===== src/rtl/i2c_seq_pkg.sv =====
`timescale 1ns/1ps
package i2c_seq_pkg;

  localparam int CMD_N  = 5;
  localparam int STEP_W = 5;

  // command bit positions, in priority order
  localparam int C_START  = 0;
  localparam int C_RSTART = 1;
  localparam int C_STOP   = 2;
  localparam int C_RX     = 3;
  localparam int C_ACK    = 4;

  typedef enum logic [2:0] {
    ST_IDLE, ST_START, ST_RSTART, ST_STOP, ST_BITS
  } seq_e;

  // clocks per SCL phase, with a floor of two
  function automatic int unsigned phase_len(int unsigned d);
    return (d < 2) ? 2 : d;
  endfunction

  // lowest-numbered set request wins
  function automatic logic [CMD_N-1:0] first_cmd(logic [CMD_N-1:0] b);
    first_cmd = '0;
    for (int i = CMD_N-1; i >= 0; i--)
      if (b[i]) begin
        first_cmd    = '0;
        first_cmd[i] = 1'b1;
      end
  endfunction

  function automatic logic [STEP_W-1:0] last_step(seq_e st, logic [3:0] nbits);
    case (st)
      ST_RSTART: return STEP_W'(3);
      ST_BITS:   return {nbits, 1'b0};
      default:   return STEP_W'(2);
    endcase
  endfunction

  // {scl pulled low, sda pulled low} wanted in a given step
  function automatic logic [1:0] bus_want(seq_e st, logic [STEP_W-1:0] step,
                                          logic [STEP_W-1:0] last, logic bit_hi);
    case (st)
      ST_START:  case (step)
                   5'd0:    return 2'b00;
                   5'd1:    return 2'b01;
                   default: return 2'b11;
                 endcase
      ST_RSTART: case (step)
                   5'd0:    return 2'b10;
                   5'd1:    return 2'b00;
                   5'd2:    return 2'b01;
                   default: return 2'b11;
                 endcase
      ST_STOP:   case (step)
                   5'd0:    return 2'b11;
                   5'd1:    return 2'b01;
                   default: return 2'b00;
                 endcase
      ST_BITS:   if (step == last) return 2'b10;
                 else              return {~step[0], ~bit_hi};
      default:   return 2'b00;
    endcase
  endfunction

  // step in which SDA may move while SCL is high
  function automatic logic is_cond(seq_e st, logic [STEP_W-1:0] step);
    return (st == ST_START  && step == 5'd1) ||
           (st == ST_RSTART && step == 5'd2) ||
           (st == ST_STOP   && step == 5'd2);
  endfunction

endpackage


===== src/rtl/i2c_seq_timer.sv =====
`timescale 1ns/1ps
module i2c_seq_timer import i2c_seq_pkg::*; #(
  parameter int DIV_W = 8
) (
  input  logic             clk,
  input  logic             rst_n,
  input  logic             run,
  input  logic [DIV_W-1:0] div,
  output logic             tick
);
  logic [DIV_W-1:0] cnt_q;
  logic [DIV_W-1:0] len_m1;

  assign len_m1 = DIV_W'(phase_len(32'(div)) - 1);
  assign tick   = run && (cnt_q == len_m1);

  always_ff @(posedge clk or negedge rst_n) begin
    if (!rst_n)             cnt_q <= '0;
    else if (!run || tick)  cnt_q <= '0;
    else                    cnt_q <= cnt_q + 1'b1;
  end
endmodule


===== src/rtl/i2c_seq_shift.sv =====
`timescale 1ns/1ps
module i2c_seq_shift #(
  parameter int W = 9
) (
  input  logic         clk,
  input  logic         rst_n,
  input  logic         load,
  input  logic [W-1:0] load_val,
  input  logic         shift,
  input  logic         sin,
  output logic [W-1:0] q
);
  always_ff @(posedge clk or negedge rst_n) begin
    if (!rst_n)     q <= '1;
    else if (load)  q <= load_val;
    else if (shift) q <= {q[W-2:0], sin};
  end
endmodule


===== src/rtl/i2c_cmd_master.sv =====
`timescale 1ns/1ps
module i2c_cmd_master import i2c_seq_pkg::*; #(
  parameter int DIV_W = 8
) (
  input  logic             clk,
  input  logic             rst_n,
  input  logic             cmd_wr,
  input  logic [4:0]       cmd_bits,
  input  logic             ack_val,
  input  logic             buf_wr,
  input  logic [7:0]       buf_wdata,
  input  logic             wcol_clr,
  input  logic [DIV_W-1:0] baud_div,
  input  logic             sda_in,
  output logic [4:0]       cmd_pend,
  output logic [7:0]       buf_q,
  output logic             ack_status,
  output logic             done,
  output logic             busy,
  output logic             wcol,
  output logic             scl_oe,
  output logic             sda_oe
);
  localparam int SH_W = 9;

  seq_e              state_q;
  logic [STEP_W-1:0] step_q, last_w;
  logic [3:0]        nbits_q;
  logic              is_tx_q, is_rx_q, parked_q, sda_q;
  logic [SH_W-1:0]   sh_q, sh_load;
  logic [CMD_N-1:0]  sel_w;
  logic [1:0]        want_w;

  // named internal events
  logic tick_w, accept_w, tx_go_w, finish_w, shift_w, cond_w, upd_w;

  assign busy     = (state_q != ST_IDLE);
  assign sel_w    = first_cmd(cmd_bits);
  assign accept_w = cmd_wr && !busy && (cmd_bits != '0);
  assign tx_go_w  = buf_wr && !busy && !accept_w;
  assign last_w   = last_step(state_q, nbits_q);
  assign finish_w = busy && tick_w && (step_q == last_w);
  assign shift_w  = tick_w && (state_q == ST_BITS) && step_q[0];
  assign want_w   = bus_want(state_q, step_q, last_w, sh_q[SH_W-1]);
  assign cond_w   = is_cond(state_q, step_q);
  assign upd_w    = busy && !tick_w && (want_w[1] || cond_w);

  assign scl_oe = busy ? want_w[1] : parked_q;
  assign sda_oe = sda_q;

  always_comb begin
    if (tx_go_w)           sh_load = {buf_wdata, 1'b1};
    else if (sel_w[C_ACK]) sh_load = {ack_val, 8'hFF};
    else                   sh_load = '1;
  end

  i2c_seq_timer #(.DIV_W(DIV_W)) u_timer (
    .clk  (clk),
    .rst_n(rst_n),
    .run  (busy),
    .div  (baud_div),
    .tick (tick_w)
  );

  i2c_seq_shift #(.W(SH_W)) u_shift (
    .clk     (clk),
    .rst_n   (rst_n),
    .load    (accept_w || tx_go_w),
    .load_val(sh_load),
    .shift   (shift_w),
    .sin     (sda_in),
    .q       (sh_q)
  );

  always_ff @(posedge clk or negedge rst_n) begin
    if (!rst_n) begin
      state_q    <= ST_IDLE;
      step_q     <= '0;
      nbits_q    <= '0;
      is_tx_q    <= 1'b0;
      is_rx_q    <= 1'b0;
      parked_q   <= 1'b0;
      sda_q      <= 1'b0;
      cmd_pend   <= '0;
      buf_q      <= '0;
      ack_status <= 1'b0;
      done       <= 1'b0;
      wcol       <= 1'b0;
    end else begin
      done <= 1'b0;
      if (wcol_clr) wcol <= 1'b0;
      if ((busy && (cmd_wr || buf_wr)) || (buf_wr && accept_w)) wcol <= 1'b1;

      if (accept_w) begin
        cmd_pend <= sel_w;
        step_q   <= '0;
        is_tx_q  <= 1'b0;
        is_rx_q  <= sel_w[C_RX];
        nbits_q  <= sel_w[C_RX] ? 4'd8 : 4'd1;
        if (sel_w[C_START])       state_q <= ST_START;
        else if (sel_w[C_RSTART]) state_q <= ST_RSTART;
        else if (sel_w[C_STOP])   state_q <= ST_STOP;
        else                      state_q <= ST_BITS;
      end else if (tx_go_w) begin
        state_q <= ST_BITS;
        step_q  <= '0;
        nbits_q <= 4'd9;
        is_tx_q <= 1'b1;
        is_rx_q <= 1'b0;
        buf_q   <= buf_wdata;
      end else if (finish_w) begin
        state_q  <= ST_IDLE;
        step_q   <= '0;
        cmd_pend <= '0;
        done     <= 1'b1;
        parked_q <= (state_q != ST_STOP);
        if (is_tx_q) ack_status <= sh_q[0];
        if (is_rx_q) buf_q      <= sh_q[7:0];
      end else if (busy && tick_w) begin
        step_q <= step_q + 1'b1;
      end

      if (upd_w) sda_q <= want_w[0];
    end
  end
endmodule


===== config.mk =====
export PLATFORM = sky130hd
export DESIGN_NAME = i2c_cmd_master
export DESIGN_NICKNAME = d
export VERILOG_FILES = /design/src/rtl/i2c_seq_pkg.sv /design/src/rtl/i2c_seq_timer.sv /design/src/rtl/i2c_seq_shift.sv /design/src/rtl/i2c_cmd_master.sv
export SDC_FILE = /design/constraint.sdc
export NUM_CORES = 1
export LEC_CHECK = 0
export BUFFER_PORTS_ARGS = -buffer_cell sky130_fd_sc_hd__buf_2
export CORE_UTILIZATION = 55
export DETAILED_ROUTE_END_ITERATION = 6
export PLACE_DENSITY = 0.77
export RECOVER_POWER = 50
export SLEW_MARGIN = 25
export SYNTH_ARGS = -nofsm -noshare
export SYNTH_HDL_FRONTEND = slang
export SYNTH_SLANG_ARGS = --single-unit

===== constraint.sdc =====
create_clock -name clk -period 6.4 [get_ports clk]
set_input_delay 0.64 -clock clk [delete_from_list [all_inputs] [get_ports clk]]
set_output_delay 0.64 -clock clk [all_outputs]
set_load 0.02 [all_outputs]

[After elaboration in Yosys (flattened, before gate mapping)]
Cells that the tools add are included.
Cells by class
  add/subtract/negate cells: 3
  $mul: 0
  div/mod/pow operators: 0
  order comparisons: 1
  equal/unequal tests: 10
  shift-type cells: 0
  muxes and demuxes: 46
  bitwise logic cells: 4
  reduce and logical (&&, ||, !) cells: 41
Operators with widths (number)
  $mux W5: 12
  $mux W8: 5
  $mux W9: 4
  $mux W3: 6
  $logic_and A1 B1 Y1: 16
  $mux W4: 3
  $reduce_bool A2 Y1: 6
  $mux W1: 10
  $pmux W5 S2: 1
  $add A8 B1 Y8 const B: 1
  $eq A8 B8 Y1: 1
  $lt A8 B2 Y1 const B: 1
  $pmux W2 S2: 2
  $pmux W2 S4: 1
  $sub A8 B1 Y8 const B: 1
  $logic_or A1 B1 Y1: 7
  $eq A3 B2 Y1 const B: 2
  $pmux W2 S3: 1
  $reduce_and A3 Y1: 2
  $reduce_bool A3 Y1: 2
  $add A5 B1 Y5 const B: 1
  $eq A5 B1 Y1 const B: 1
  $eq A5 B2 Y1 const B: 1
  $eq A5 B5 Y1: 1
  other kinds (12): 17
Word-level totals
  register bits: 49
  bits in latches: 0
  bits in writable memories: 0
  memory bits (read-only): 0
  bits of input ports: 28
  output and inout port bits: 19
  word-level logic and storage cells: 119
  memories: 0

[Depth between registers and ports, before layout]
Gate-level depths: netlist of run 1.
  depth in word-level cells: 10
  mapped depth: 13
  mapped depth without buffers: 10

[Cells and area by module]
Synthesis of run 1 repeated with hierarchy kept, for this count alone.
Second synthesis, totals
  cells, all modules: 324
  area total of the unflattened synthesis: 3022.9 um^2
By module, submodules not included
  i2c_cmd_master: instances 1, cells an instance 209, area an instance 1873.0 um^2, seq. area each 750.7 um^2
  i2c_seq_timer: instances 1, cells an instance 76, area an instance 706.9 um^2, seq. area each 200.2 um^2
  i2c_seq_shift: instances 1, cells an instance 39, area an instance 442.9 um^2, seq. area each 236.5 um^2

[Least setup slack after synthesis of run 1]
No wires, ideal clock.
  path type: input -> register
  from: input port baud_div[7]
  to: register buf_q[6]
  setup time: 82 ps
  data arrival time: 3296 ps
  data required time: 6318 ps
  setup slack: 3022 ps
  stages: 11
  path buffers: 1
  cells stage by stage: nor4_1 > nand2_1 > nand2_1 > ha_1 > nor3b_1 > mux2i_1 > o2bb2ai_1 > o211ai_1 > clkbuf_1 > or4_1 > a31oi_1
On the way
  cells in the longest elaborated chain, start to end: 9
RTL lines
  start: declaration: RTL line i2c_cmd_master.sv:13  | input logic [DIV_W-1:0] baud_div,
  $lt A8 B2 Y1: RTL line i2c_seq_pkg.sv:20  | return (d < 2) ? 2 : d;
  $mux W8 (*): RTL line i2c_seq_pkg.sv:20
  $sub A8 B1 Y8 (*): RTL line i2c_seq_timer.sv:14  | assign len_m1 = DIV_W'(phase_len(32'(div)) - 1);
  $eq A8 B8 Y1 (*): RTL line i2c_seq_timer.sv:15  | assign tick = run && (cnt_q == len_m1);
  $logic_and A1 B1 Y1 (*): RTL line i2c_seq_timer.sv:15
  $logic_and A1 B1 Y1 (*) (2 in series): RTL line i2c_cmd_master.sv:42  | assign finish_w = busy && tick_w && (step_q == last_w);
  $reduce_bool A2 Y1 (no line) (*)
  $reduce_and A3 Y1 (no line) (*)
  end signal: assignment: RTL line i2c_cmd_master.sv:110  | buf_q <= buf_wdata;
  end signal: assignment: RTL line i2c_cmd_master.sv:118  | if (is_rx_q) buf_q <= sh_q[7:0];
  end: declaration: RTL line i2c_cmd_master.sv:16  | output logic [7:0] buf_q,
Every way passes the cells marked *; elsewhere a longest branch is shown, timed or not.
A chain may end at the register's enable or synchronous reset.

[Worst setup path in the final report of run 1]
  from: input port baud_div[7]
  to: register buf_q[7]
Same word-level chain as after synthesis.

==> metrics.md, run 1 <==
| Metric | Value |
|---|---|
| Status | finished with violations |
| Final setup violation count | 0 |
| Final period demand of the worst path | 4.08 ns |
| CTS tree | built |
| Headroom to the max-slew limit | -0.721 |
| Pleak | 1.44 nW |
| Net count, final | between 400 and 500 |
| Worst-path clk slew | ~0.090 ns |
| Sequential cell area | 0.00119 mm2 |
| Startpoint Class | input pin |
| Hold Violations, Final | 0 |
| Post-CTS Setup Bufs | 0 |
| Multi-input logic area | around 0.0018 mm2 |
| Worst-margin pin slew | 2.58 ns |
| Global-route usage over all layers | 0.287 |
| FF-to-FF End | buf_q[7] |
| Fmax | 245 MHz |
| Maxcap violations | 1 |
| RSZ-0062 raised after global routing | no |
| Ys async rst share | 1.00 |
| Worst VDD drop | 0.173 mV |
| Worst-Skew Late Latency | roughly 0.31 ns |
| CP Launch Point | baud_div[7] |
| First-pass GRT wire length | between 10000 and 15000 um |
| Ports | 47 |
| Max FO, Critical Path | 10 |
| HP Class | reg2reg |
| Worst reg-to-reg path cell count | 6 |
| WL per Instance | around 17 um |
| Fill cells | between 400 and 500 |
| Clock buffer depth | 2 |
| Iteration count of the initial detailed-routing pass | 5 |
| R2R Path Start | state_q[1] |
| Endpoint class of the critical path | flip-flop |
| Root buffer cell | clkbuf_8 |
| Die Width | 77.4 um |
| Failing checks | capacitance limit, slew limit |
| Post-synthesis average cell area | 8.62 um2 |
| PortBufs | between 40 and 50 |
| Die height | approximately 77 um |
| TritonCTS Buffers | 5 |
| Largest cells by area after synthesis | dfrtp_1, dfstp_2, nor2_1 |
| Power Dens Cells | 298 mW/mm2 |
| Crit path kind | in2reg |
| Yosys reg bits | 47 |
| FP Rows | 27 |
| Final Cycle Share | 0.638 |
| Antenna violations before repair | 0 |
| Worst EP arrival | 4.30 ns |
| Yosys top cell by area | dfrtp_1 |
| Placed cells | 463 |
| Routability congestion estimate | 0.944 |
| Post-route ant nets | 0 |
| Syn-to-layout area delta | 11.9% |
| Residual DRC count | 0 |
| Largest net degree at the start of global routing | 48 |
| Post-CTS sizing | 0 |
| Post-Syn Instances | 363 |
| DRT Wirelength | 8000 um |
| Layout cells sized above 1 | 0.173 |
| Crit path to | buf_q[7] |
| Max H-tree Level | 2 |
| Initial DRC count | 260 |
| EDFF count, synth | 0 |
| Yosys top cell area share | 0.304 |
| Top FF cell, synth | dfrtp_1 |
| Mapped Nets | 397 |
| Final instance area | around 0.0035 mm2 |
| Initial Utilization | 0.568 |
| Post-CTS Hold Fix Bufs | 0 |
| GR Overflow Total | 0 |
| Vias in the first global route | 2851 |
| Reg2Reg Setup Slack | 3.44 ns |
| Final clock skew | 0.00444 ns |
| Ys Warns | 0 |
| Post-DP Area | 0.00338 mm2 |
| Core Area | 0.00551 mm2 |
| Drt via density | 6.45 |
| Required @ worst endpoint | 6.62 ns |
| Total number of vias | 3040 |
| Total power draw | approximately 1.0 mW |
| Distinct cells, synth | 58 |
| Setup TNS Final | 0 ns |
| Diode count | 0 |
| Post-detail-place hpwl | 5480 um |
| Synth Cell Area | 0.00313 mm2 |
| Final Slew Violations | 48 |
| Clock sink count | 47 |
| Die area | approximately 0.0060 mm2 |
| Seq/Total Area, Yosys | 0.379 |
| Fin cells | ~470 |
through the flow:
step | utilization | setup slack (ns) | hold WS, ns
2_1_floorplan | - | 3.02 | 0.344
3_3_place_gp | 0.613 | 2.29 | 0.485
3_5_place_dp | 0.614 | 2.11 | 0.489
4_1_cts | 0.636 | 2.43 | 0.446
5_1_grt | 0.636 | 2.06 | 0.507
6_report | 0.636 | 2.32 | 0.499
cell usage in the layout, fill, tap and decap left out, types with 2 or more instances in the layout:
master     netlist  layout
o31ai_1          3       3
o2bb2ai_1        4       4
mux2_2           2       2
a21boi_0         3       3
o2111ai_1        2       2
o22ai_1          3       3
o41ai_1          8       8
xnor2_1          9       9
clkbuf_1        14      10
dfrtp_1         38      38
xor2_1           8       8
o21ai_0         19      19
nor4b_1          2       2
nor4_1           6       6
a32o_1           2       2
nor3_1          14      14
a21oi_1         15      15
buf_4            1       3
a211oi_1         3       3
or4_1           11      11
o21a_1          10      10
nand4_1         13      13
or3_1            2       2
a311oi_1         2       2
clkbuf_8         0       6
and3_1           3       3
nand3_1         20      19
o211ai_1        10      10
nor3b_1          4       4
nor2_1          29      29
ha_1             6       6
a31oi_1         11      11
dfstp_2          9       9
nand2_1         23      23
nand2b_1         5       5
inv_1           19      19
mux2i_1          3       3
nor2b_1          2       2
buf_2            5      37
layout make-up:
cell class / count / area share
repair buffers: 50 / 0.0700
clock buffers: 6 / 0.0236
multi-input cells: 274 / 0.509
well taps: 72 / 0.0257
inverters: 20 / 0.0214
clock inverters: 2 / 0.0111
flip-flops and latches: 47 / 0.339
cells by family after synthesis:
logic type	count (synthesis)	share of synthesized area
AOI/OAI and AO/OA	106	0.238
xor gates and xnor gates	17	0.0476
adders and majority gates	6	0.0240
buffers and inverters	42	0.0560
DFF	47	0.379
muxes	5	0.0168
and+or+nand+nor	140	0.239
state kept, by name, summed over array words and instances, names as in the netlist, 2 cells and up:
signal and flops:
cmd_pend 5, u_shift.q 9, nbits_q 2, buf_q 8
u_timer.cnt_q 8, step_q 5, state_q 3
worst max-delay path, cell delays in order:
cell      delay [ns]
buf_2           0.13
nor4_1          0.72
nand2_1         0.16
nand2_1         0.13
ha_1            0.18
nor3b_1         0.52
nand4_1         0.32
inv_1           0.18
o211ai_1        0.35
buf_4           0.30
or4_1           0.46
a31oi_1         0.21
where the power goes:
| group | switching [mW] | total (mW) | internal [mW] |
|---|---|---|---|
| clock network | 0.108 | 0.236 | 0.129 |
| logic | 0.236 | 0.379 | 0.143 |
| registers | 0.0654 | 0.428 | 0.362 |
| total | 0.409 | 1.04 | 0.634 |
routing by layer:
layer	track usage	vias to the layer above	share of wire
met5	0	-	0
met4	0.0962	0	0.012
met3	0.0482	11	0.064
met2	0.456	141	0.47
met1	0.397	1451	0.45
li1	-	1437	-
synth_stat cells (all sizes together), types with 4 or more instances:
library cell / n
clkbuf: 14
o2bb2ai: 4
dfrtp: 38
xor2: 8
inv: 19
nand4: 13
nand2b: 5
dfstp: 9
nor3: 15
ha: 6
xnor2: 9
nand3: 20
o21ai: 20
o211ai: 10
or4: 12
buf: 8
nor3b: 4
nand2: 23
o21a: 10
nor4: 7
nor2: 30
a31oi: 11
o41ai: 9
a21oi: 15
worst min path at each step:
stage	startpoint	endpoint	slack (ns)	cells past startpoint
after floorplan	rst_n	ack_status	0.34	0
after global placement	u_shift.q[8]	u_shift.q[8]	0.48	2
after detailed placement	u_shift.q[8]	u_shift.q[8]	0.49	2
after CTS	rst_n	u_timer.cnt_q[7]	0.45	2
after global routing	wcol_clr	wcol	0.51	2
final	u_shift.q[8]	u_shift.q[8]	0.50	2
Note: power is estimated with default switching activity, not from simulation.
==> run 2, diff against run 1 <==
--- a/config.mk
+++ b/config.mk
@@ -5,10 +5,11 @@
 export SDC_FILE = /design/constraint.sdc
 export NUM_CORES = 1
 export LEC_CHECK = 0
+export ABC_AREA = 1
 export BUFFER_PORTS_ARGS = -buffer_cell sky130_fd_sc_hd__buf_2
 export CORE_UTILIZATION = 55
 export DETAILED_ROUTE_END_ITERATION = 6
-export PLACE_DENSITY = 0.77
+export PLACE_DENSITY = 0.78
 export RECOVER_POWER = 50
 export SLEW_MARGIN = 25
 export SYNTH_ARGS = -nofsm -noshare
==> constraint.sdc (replaced) <==
create_clock -name clk -period 4.3 [get_ports clk]
set_input_delay 0.43 -clock clk [delete_from_list [all_inputs] [get_ports clk]]
set_output_delay 0.43 -clock clk [all_outputs]
set_load 0.02 [all_outputs]
==> run 2 against run 1 <==
Net effect:
- the flow still finishes with violations (capacitance limit, slew limit)
- via count shrank 12%
- critical path depth is 4 higher
- core utilization grew 2.4 points
- non-clock buffer count down 4
- sequential power is 70% higher
- sequential share of layout area rose by 0.68 points
- power increased by 94%
- worst setup slack lost 0.41 ns
- sequential cell count unchanged
- routed wire length is 17% lower
- worst hold slack worse by 0.17 ns
- critical endpoint is now buf_q[6]
- largest cell class unchanged
- largest power group is now combinational logic
==> metrics.md, run 2 <==
| Metric | Value |
|---|---|
| Most used cell along the critical path | nand2_1 |
| Largest cells by area after synthesis | dfrtp_1, nand2_1, nand3_1 |
| Core Area | 0.00520 mm2 |
| Layout cells sized above 1 | 0.216 |
| TritonCTS Buffers | 5 |
| Worst VDD drop | 0.378 mV |
| Critical-path top delay cell | ha_1 |
| Largest family of logic cells by synthesized area | simple AND/OR/NAND/NOR gates |
| DRT Wirelength | 6610 um |
| Synth Area in XOR/XNOR | 0.0399 |
| Post-CTS Setup Bufs | 0 |
| Largest regs | u_shift.q (9), buf_q (8), u_timer.cnt_q (8) |
| Die Width | 76.4 um |
| Post-synthesis average cell area | 7.86 um2 |
| CP Buf/Inv Count | 2 |
| Total number of vias | 2676 |
| Seq/Total Area, Yosys | 0.390 |
| Post-route ant nets | 0 |
| Final setup violation count | 0 |
| Biggest cell delay along the critical path | around 0.25 ns |
| Final Cycle Share | 0.556 |
| Worst-margin pin slew | 2.45 ns |
| PortBufs | 46 |
| Max H-tree Level | 2 |
| Post-Synth Simple-Gate Area | 0.376 |
| Clock sink count | 47 |
| Mapped Nets | 421 |
| Mux cell area share after synthesis | 0 |
| Final instance area | approximately 0.0034 mm2 |
| Final core utilization | 0.660 |
| Root buffer cell | clkbuf_8 |
| Most common cell after layout, fill and taps aside | nand2_1 |
| Final clock skew | ~0.0082 ns |
| Post-CTS Hold Fix Bufs | 0 |
| First-pass GRT wire length | 11700 um |
| Power Dens Cells | 591 mW/mm2 |
| Largest net degree at the start of global routing | 48 |
| Worst-path clk slew | 0.09 ns |
| Failing checks | capacitance limit, slew limit |
| Post-detail-place hpwl | 5110 um |
| Status | finished with violations |
| Vias in the first global route | ~2600 |
| Fill cells | 470 |
| Die area | 0.00583 mm2 |
| Distinct cells, synth | 44 |
| GR Overflow Total | 0 |
| Yosys reg bits | 47 |
| Compound-Gate Fraction of Synth Area | 0.0991 |
| Ys async rst share | 1.00 |
| Commonest cells in the synthesized netlist | nand2_1, nand3_1, inv_1 |
| Global-route usage over all layers | 0.250 |
| Required @ worst endpoint | 4.50 ns |
| Initial Utilization | 0.584 |
| Initial DRC count | 175 |
| Max FO, Critical Path | 8 |
| Clock buffer depth | 2 |
| Post-DP Area | between 0.003 and 0.004 mm2 |
| Setup TNS Final | 0 ns |
| Net count, final | 469 |
| Top delay family on crit path | simple AND/OR/NAND/NOR gates |
| Cells along the critical path | buf_2 -> nor2_4 -> nand2_1 -> o21ai_1 -> ha_1 -> xnor2_1 -> xor2_1 -> nand3_1 -> inv_1 -> nand2_1 -> nor2_1 -> nand3_4 -> nor2_2 -> nand2_2 -> nand3_1 -> nand2_1 |
| RSZ-0062 raised after global routing | no |
| CTS tree | built |
| Antenna violations before repair | 0 |
| FP Rows | 26 |
| Startpoint Class | input pin |
| Pleak | 1.79 nW |
| Maxcap violations | 1 |
| Diode count | 0 |
| Syn-to-layout area delta | 12.9% |
| Reg with most FFs | u_shift.q |
| Routability congestion estimate | 0.829 |
| Ports | 47 |
| Worst EP arrival | 2.59 ns |
| Iteration count of the initial detailed-routing pass | 4 |
| EDFF count, synth | 0 |
| Post-Syn Instances | 387 |
| Die height | between 70 and 80 um |
| Commonest non-fill, non-tap cells in the layout | nand2_1, nand3_1, inv_1 |
| Final period demand of the worst path | 2.39 ns |
| Headroom to the max-slew limit | -0.632 |
| Drt via density | around 5.3 |
| Synth Cell Area | 0.00304 mm2 |
| Fmax | approximately 420 MHz |
| Synth Area in Adders | 0.0247 |
| Top FF cell, synth | dfrtp_1 |
| Number of flip-flops in the largest register | 9 |
| Endpoint class of the critical path | flip-flop |
| Yosys top cell by area | dfrtp_1 |
| Final Slew Violations | 48 |
| Hold Violations, Final | 0 |
| Top-count cell post-synth | nand2_1 |
| Post-CTS sizing | 0 |
| Worst-Skew Late Latency | 0.31 ns |
| Yosys top cell area share | 0.313 |
| Ys Warns | 0 |
| Crit path kind | in2reg |
| WL per Instance | approximately 13 um |
| Residual DRC count | 0 |
| HP Class | in2reg |
==> run 2: cell types whose count changed in the layout (fill, tap and decap cells not counted), moves of 8 or more <==
cell and change:
o211ai_1 -10, nand2_2 +8, nand3_1 +35, inv_1 +27
nand2_1 +65, o21a_1 -10, a31oi_1 -11, nor3_1 -9
or4_1 -11, o41ai_1 -8
==> run 2: cell families after synthesis <==
logic type / Yosys count
compound gates: 50
fa+ha+maj: 6
xor+xnor: 13
simple gates: 216
buf+inv: 55
flops: 47
==> run 2: power breakdown <==
part / switching (mW) / internal (mW) / total, mW
Sequential: 0.114 / 0.613 / 0.727
Combinational: 0.635 / 0.339 / 0.974
Clock: 0.154 / 0.173 / 0.328
==> run 2: metal layers <==
layer | wire [um] | vias up | global-route usage
met5 | 0 | - | 0
met4 | 76 | 0 | 0.0750
met3 | 269 | 6 | 0.0395
met2 | 3240 | 59 | 0.418
met1 | 3020 | 1245 | 0.336
li1 | - | 1366 | -
==> run 2: final timing paths <==
check / startpoint / end / slack (ns) / cells after the start
hold reg to reg: sda_oe / sda_oe / 0.48 / 2
max in group asynchronous: rst_n / step_q[1] / 2.05 / 1
setup reg to reg: state_q[1] / buf_q[7] / 2.12 / 9
min in group asynchronous: rst_n / u_timer.cnt_q[6] / 0.87 / 1
hold / removal: cmd_bits[3] / nbits_q[0] / 0.33 / 2
setup / recovery: baud_div[3] / buf_q[6] / 1.91 / 16
==> run 2: cell type report <==
type | instances | area [um2] | area share
Timing Repair Buffer | 46 | 218 | 0.0634
Sequential cell | 47 | 1190 | 0.346
Clock buffer | 5 | 68.8 | 0.0200
Inverter | 50 | 188 | 0.0547
Tap cell | 70 | 87.6 | 0.0255
Clock inverter | 3 | 43.8 | 0.0128
Multi-Input combinational cell | 285 | 1640 | 0.478
==> run 2: through the flow <==
step | hold WS [ns] | power [mW] | setup slack [ns] | cells
CTS | 0.325 | 2.05 | 1.91 | 506
finish | 0.330 | 2.03 | 1.91 | 506
floorplan | 0.134 | 1.47 | 2.02 | 387
detailed placement | 0.468 | 1.72 | 1.59 | 498
global placement | 0.464 | 1.69 | 1.68 | 498
global route | 0.336 | 2.19 | 1.45 | 506
==> run 3, diff against run 2 <==
--- a/config.mk
+++ b/config.mk
@@ -7,9 +7,9 @@
 export LEC_CHECK = 0
 export ABC_AREA = 1
 export BUFFER_PORTS_ARGS = -buffer_cell sky130_fd_sc_hd__buf_2
-export CORE_UTILIZATION = 55
+export CORE_UTILIZATION = 52
 export DETAILED_ROUTE_END_ITERATION = 6
-export PLACE_DENSITY = 0.78
+export PLACE_DENSITY = 0.77
 export RECOVER_POWER = 50
 export SLEW_MARGIN = 25
 export SYNTH_ARGS = -nofsm -noshare
==> constraint.sdc (replaced) <==
create_clock -name clk -period 2 [get_ports clk]
set_input_delay 0.2 -clock clk [delete_from_list [all_inputs] [get_ports clk]]
set_output_delay 0.2 -clock clk [all_outputs]
set_load 0.02 [all_outputs]
==> run 3 against run 2 <==
Net effect:
- the run ends with setup timing left
- clock skew rose by 0.0041 ns
- largest cell class unchanged
- routed wire length is 24% higher
- clock power is 96% higher
- global-route usage increased by 1.2 points
- power grew 150%
- register-to-register slack got worse by 2.1 ns
- core utilization up 9.2 points
- highest routed layer unchanged
- worst hold slack worse by 0.24 ns
- critical endpoint is now buf_q[0]
- non-clock buffer count rose by 50
- largest power group unchanged
- worst setup slack lost 2.0 ns
==> metrics.md, run 3 (synthesis results as in run 2) <==
| Metric | Value |
|---|---|
| Max FO, Critical Path | 8 |
| Ports | 47 |
| Post-detail-place hpwl | between 5000 and 6000 um |
| Final setup margin | -0.117 ns |
| Clock buffer depth | 2 |
| Post-route ant nets | 0 |
| Startpoint Class | input pin |
| Root buffer cell | clkbuf_8 |
| Initial DRC count | 173 |
| First-pass GRT wire length | 12700 um |
| Die height | around 78 um |
| Commonest non-fill, non-tap cells in the layout | nand2_1, inv_1, buf_4 |
| Final clock skew | 0.0123 ns |
| Total number of vias | roughly 3000 |
| Worst-Skew Late Latency | 0.31 ns |
| Die Width | 78.5 um |
| FP Rows | 27 |
| Initial Utilization | 0.546 |
| Reg with most FFs | u_shift.q |
| Most common cell after layout, fill and taps aside | nand2_1 |
| Final setup violation count | 20 |
| Final Cycle Share | 1.06 |
| Fmax | ~470 MHz |
| TritonCTS Buffers | 5 |
| Global-route usage over all layers | 0.263 |
| PortBufs | 46 |
| Core Area | 0.00557 mm2 |
| Net count, final | 520 |
| Fill cells | 404 |
| Worst-path clk slew | about 0.080 ns |
| GR Overflow Total | 0 |
| Diode count | 0 |
| Largest regs | u_shift.q (9), buf_q (8), u_timer.cnt_q (8) |
| Die area | 0.00616 mm2 |
| Pleak | about 2.1 nW |
| Residual DRC count | 0 |
| DRT Wirelength | around 8200 um |
| Final Slew Violations | 0 |
| Max H-tree Level | 2 |
| Syn-to-layout area delta | 37.8% |
| Required @ worst endpoint | 2.19 ns |
| Status | finished with violations |
| Final period demand of the worst path | 2.12 ns |
| Setup TNS Final | -1.18 ns |
| Worst EP arrival | 2.31 ns |
| Headroom to the max-slew limit | 0.202 |
| Worst VDD drop | slightly above 0.7 mV |
| Layout cells sized above 1 | 0.435 |
| Endpoint class of the critical path | flip-flop |
| WL per Instance | 14.7 um |
| Maxcap violations | 0 |
| Drt via density | between 5 and 6 |
| RSZ-0062 raised after global routing | yes |
| Largest net degree at the start of global routing | 48 |
| Hold slack | 0.0899 ns |
| Hold Violations, Final | 0 |
| CTS tree | built |
| Routability congestion estimate | 0.879 |
| Crit path kind | in2reg |
| Iteration count of the initial detailed-routing pass | 4 |
| Antenna violations before repair | 0 |
| Post-DP Area | 0.00361 mm2 |
| Final core utilization | 0.752 |
| Vias in the first global route | 2784 |
| Failing checks | setup timing |
| Number of flip-flops in the largest register | 9 |
| Clock sink count | 47 |
| Worst-margin pin slew | 1.20 ns |
| HP Class | in2reg |
| Power Dens Cells | 1200 mW/mm2 |
| Final instance area | around 0.0042 mm2 |
-- run 3: cell count changes in the layout (fill, tap and decap cells not counted), moves of 6 or more --
cell / previous run / this run
buf_4: 0 / 39
nand2_1: 88 / 68
nand2_2: 8 / 26
nand3_1: 54 / 36
nand3_2: 2 / 19
buf_6: 0 / 14
inv_1: 46 / 40
inv_2: 4 / 10
-- run 3: path summary, 6_finish.rpt --
path                             startpoint      endpoint  slack (ns)  cells after the start
min reg2reg                    u_shift.q[2]  u_shift.q[2]        0.49                      2
max in group asynchronous             rst_n    state_q[0]        0.44                      3
max                             baud_div[2]      buf_q[0]       -0.12                     18
max reg2reg                u_timer.cnt_q[6]      buf_q[0]        0.01                     11
min in group asynchronous             rst_n        sda_oe        0.73                      3
min                                  sda_in  u_shift.q[0]        0.09                      3
-- run 3: cell type report --
cell class / instances / area [um2] / share of cell area
multi-input cells: 286 / 1940 / 0.464
flip-flops and latches: 47 / 1190 / 0.285
repair buffers: 96 / 676 / 0.161
inverters: 50 / 188 / 0.0448
clock buffers: 8 / 100 / 0.0239
well taps: 72 / 90.1 / 0.0215
-- run 3: repair_timing --
action	4_1_cts	5_1_grt
hold buffers	1	0
setup buffers	2	13
cloned	0	1
pin swaps	2	41
endpoints found under the hold margin	8	0
gates resized for setup	15	83
endpoints found under the setup margin	12	39
-- run 3: routing by layer --
metal | share of wire | GRT usage | up-vias
met5 | 0 | 0 | -
met4 | 0.016 | 0.0926 | 0
met3 | 0.038 | 0.0372 | 12
met2 | 0.52 | 0.451 | 73
met1 | 0.43 | 0.338 | 1454
li1 | - | - | 1475
-- run 3: critical path, stage by stage --
cell	delay [ns]
buf_8	0.10
nor2_4	0.12
nand2_2	0.09
o21ai_4	0.19
ha_4	0.18
buf_6	0.10
nand2_4	0.05
nor2_4	0.15
xor2_4	0.22
inv_2	0.05
nor2_1	0.09
nand2_1	0.11
nor2_4	0.16
nand3_4	0.11
nor2_4	0.14
nand2_4	0.10
nand3_1	0.09
nand2_1	0.05
-- run 3: stage by stage --
step | total power [mW] | cells | setup WS, ns
2_1_floorplan | 3.16 | 387 | 0.00965
3_3_place_gp | 3.84 | 536 | -0.257
3_5_place_dp | 3.90 | 536 | -0.347
4_1_cts | 4.63 | 546 | 0.00725
5_1_grt | 5.36 | 559 | -0.238
6_report | 5.04 | 559 | -0.117
-- run 3: power by group --
part | total [mW] | switching, mW | internal (mW)
logic | 2.80 | 1.66 | 1.14
clock network | 0.643 | 0.327 | 0.316
registers | 1.60 | 0.269 | 1.33
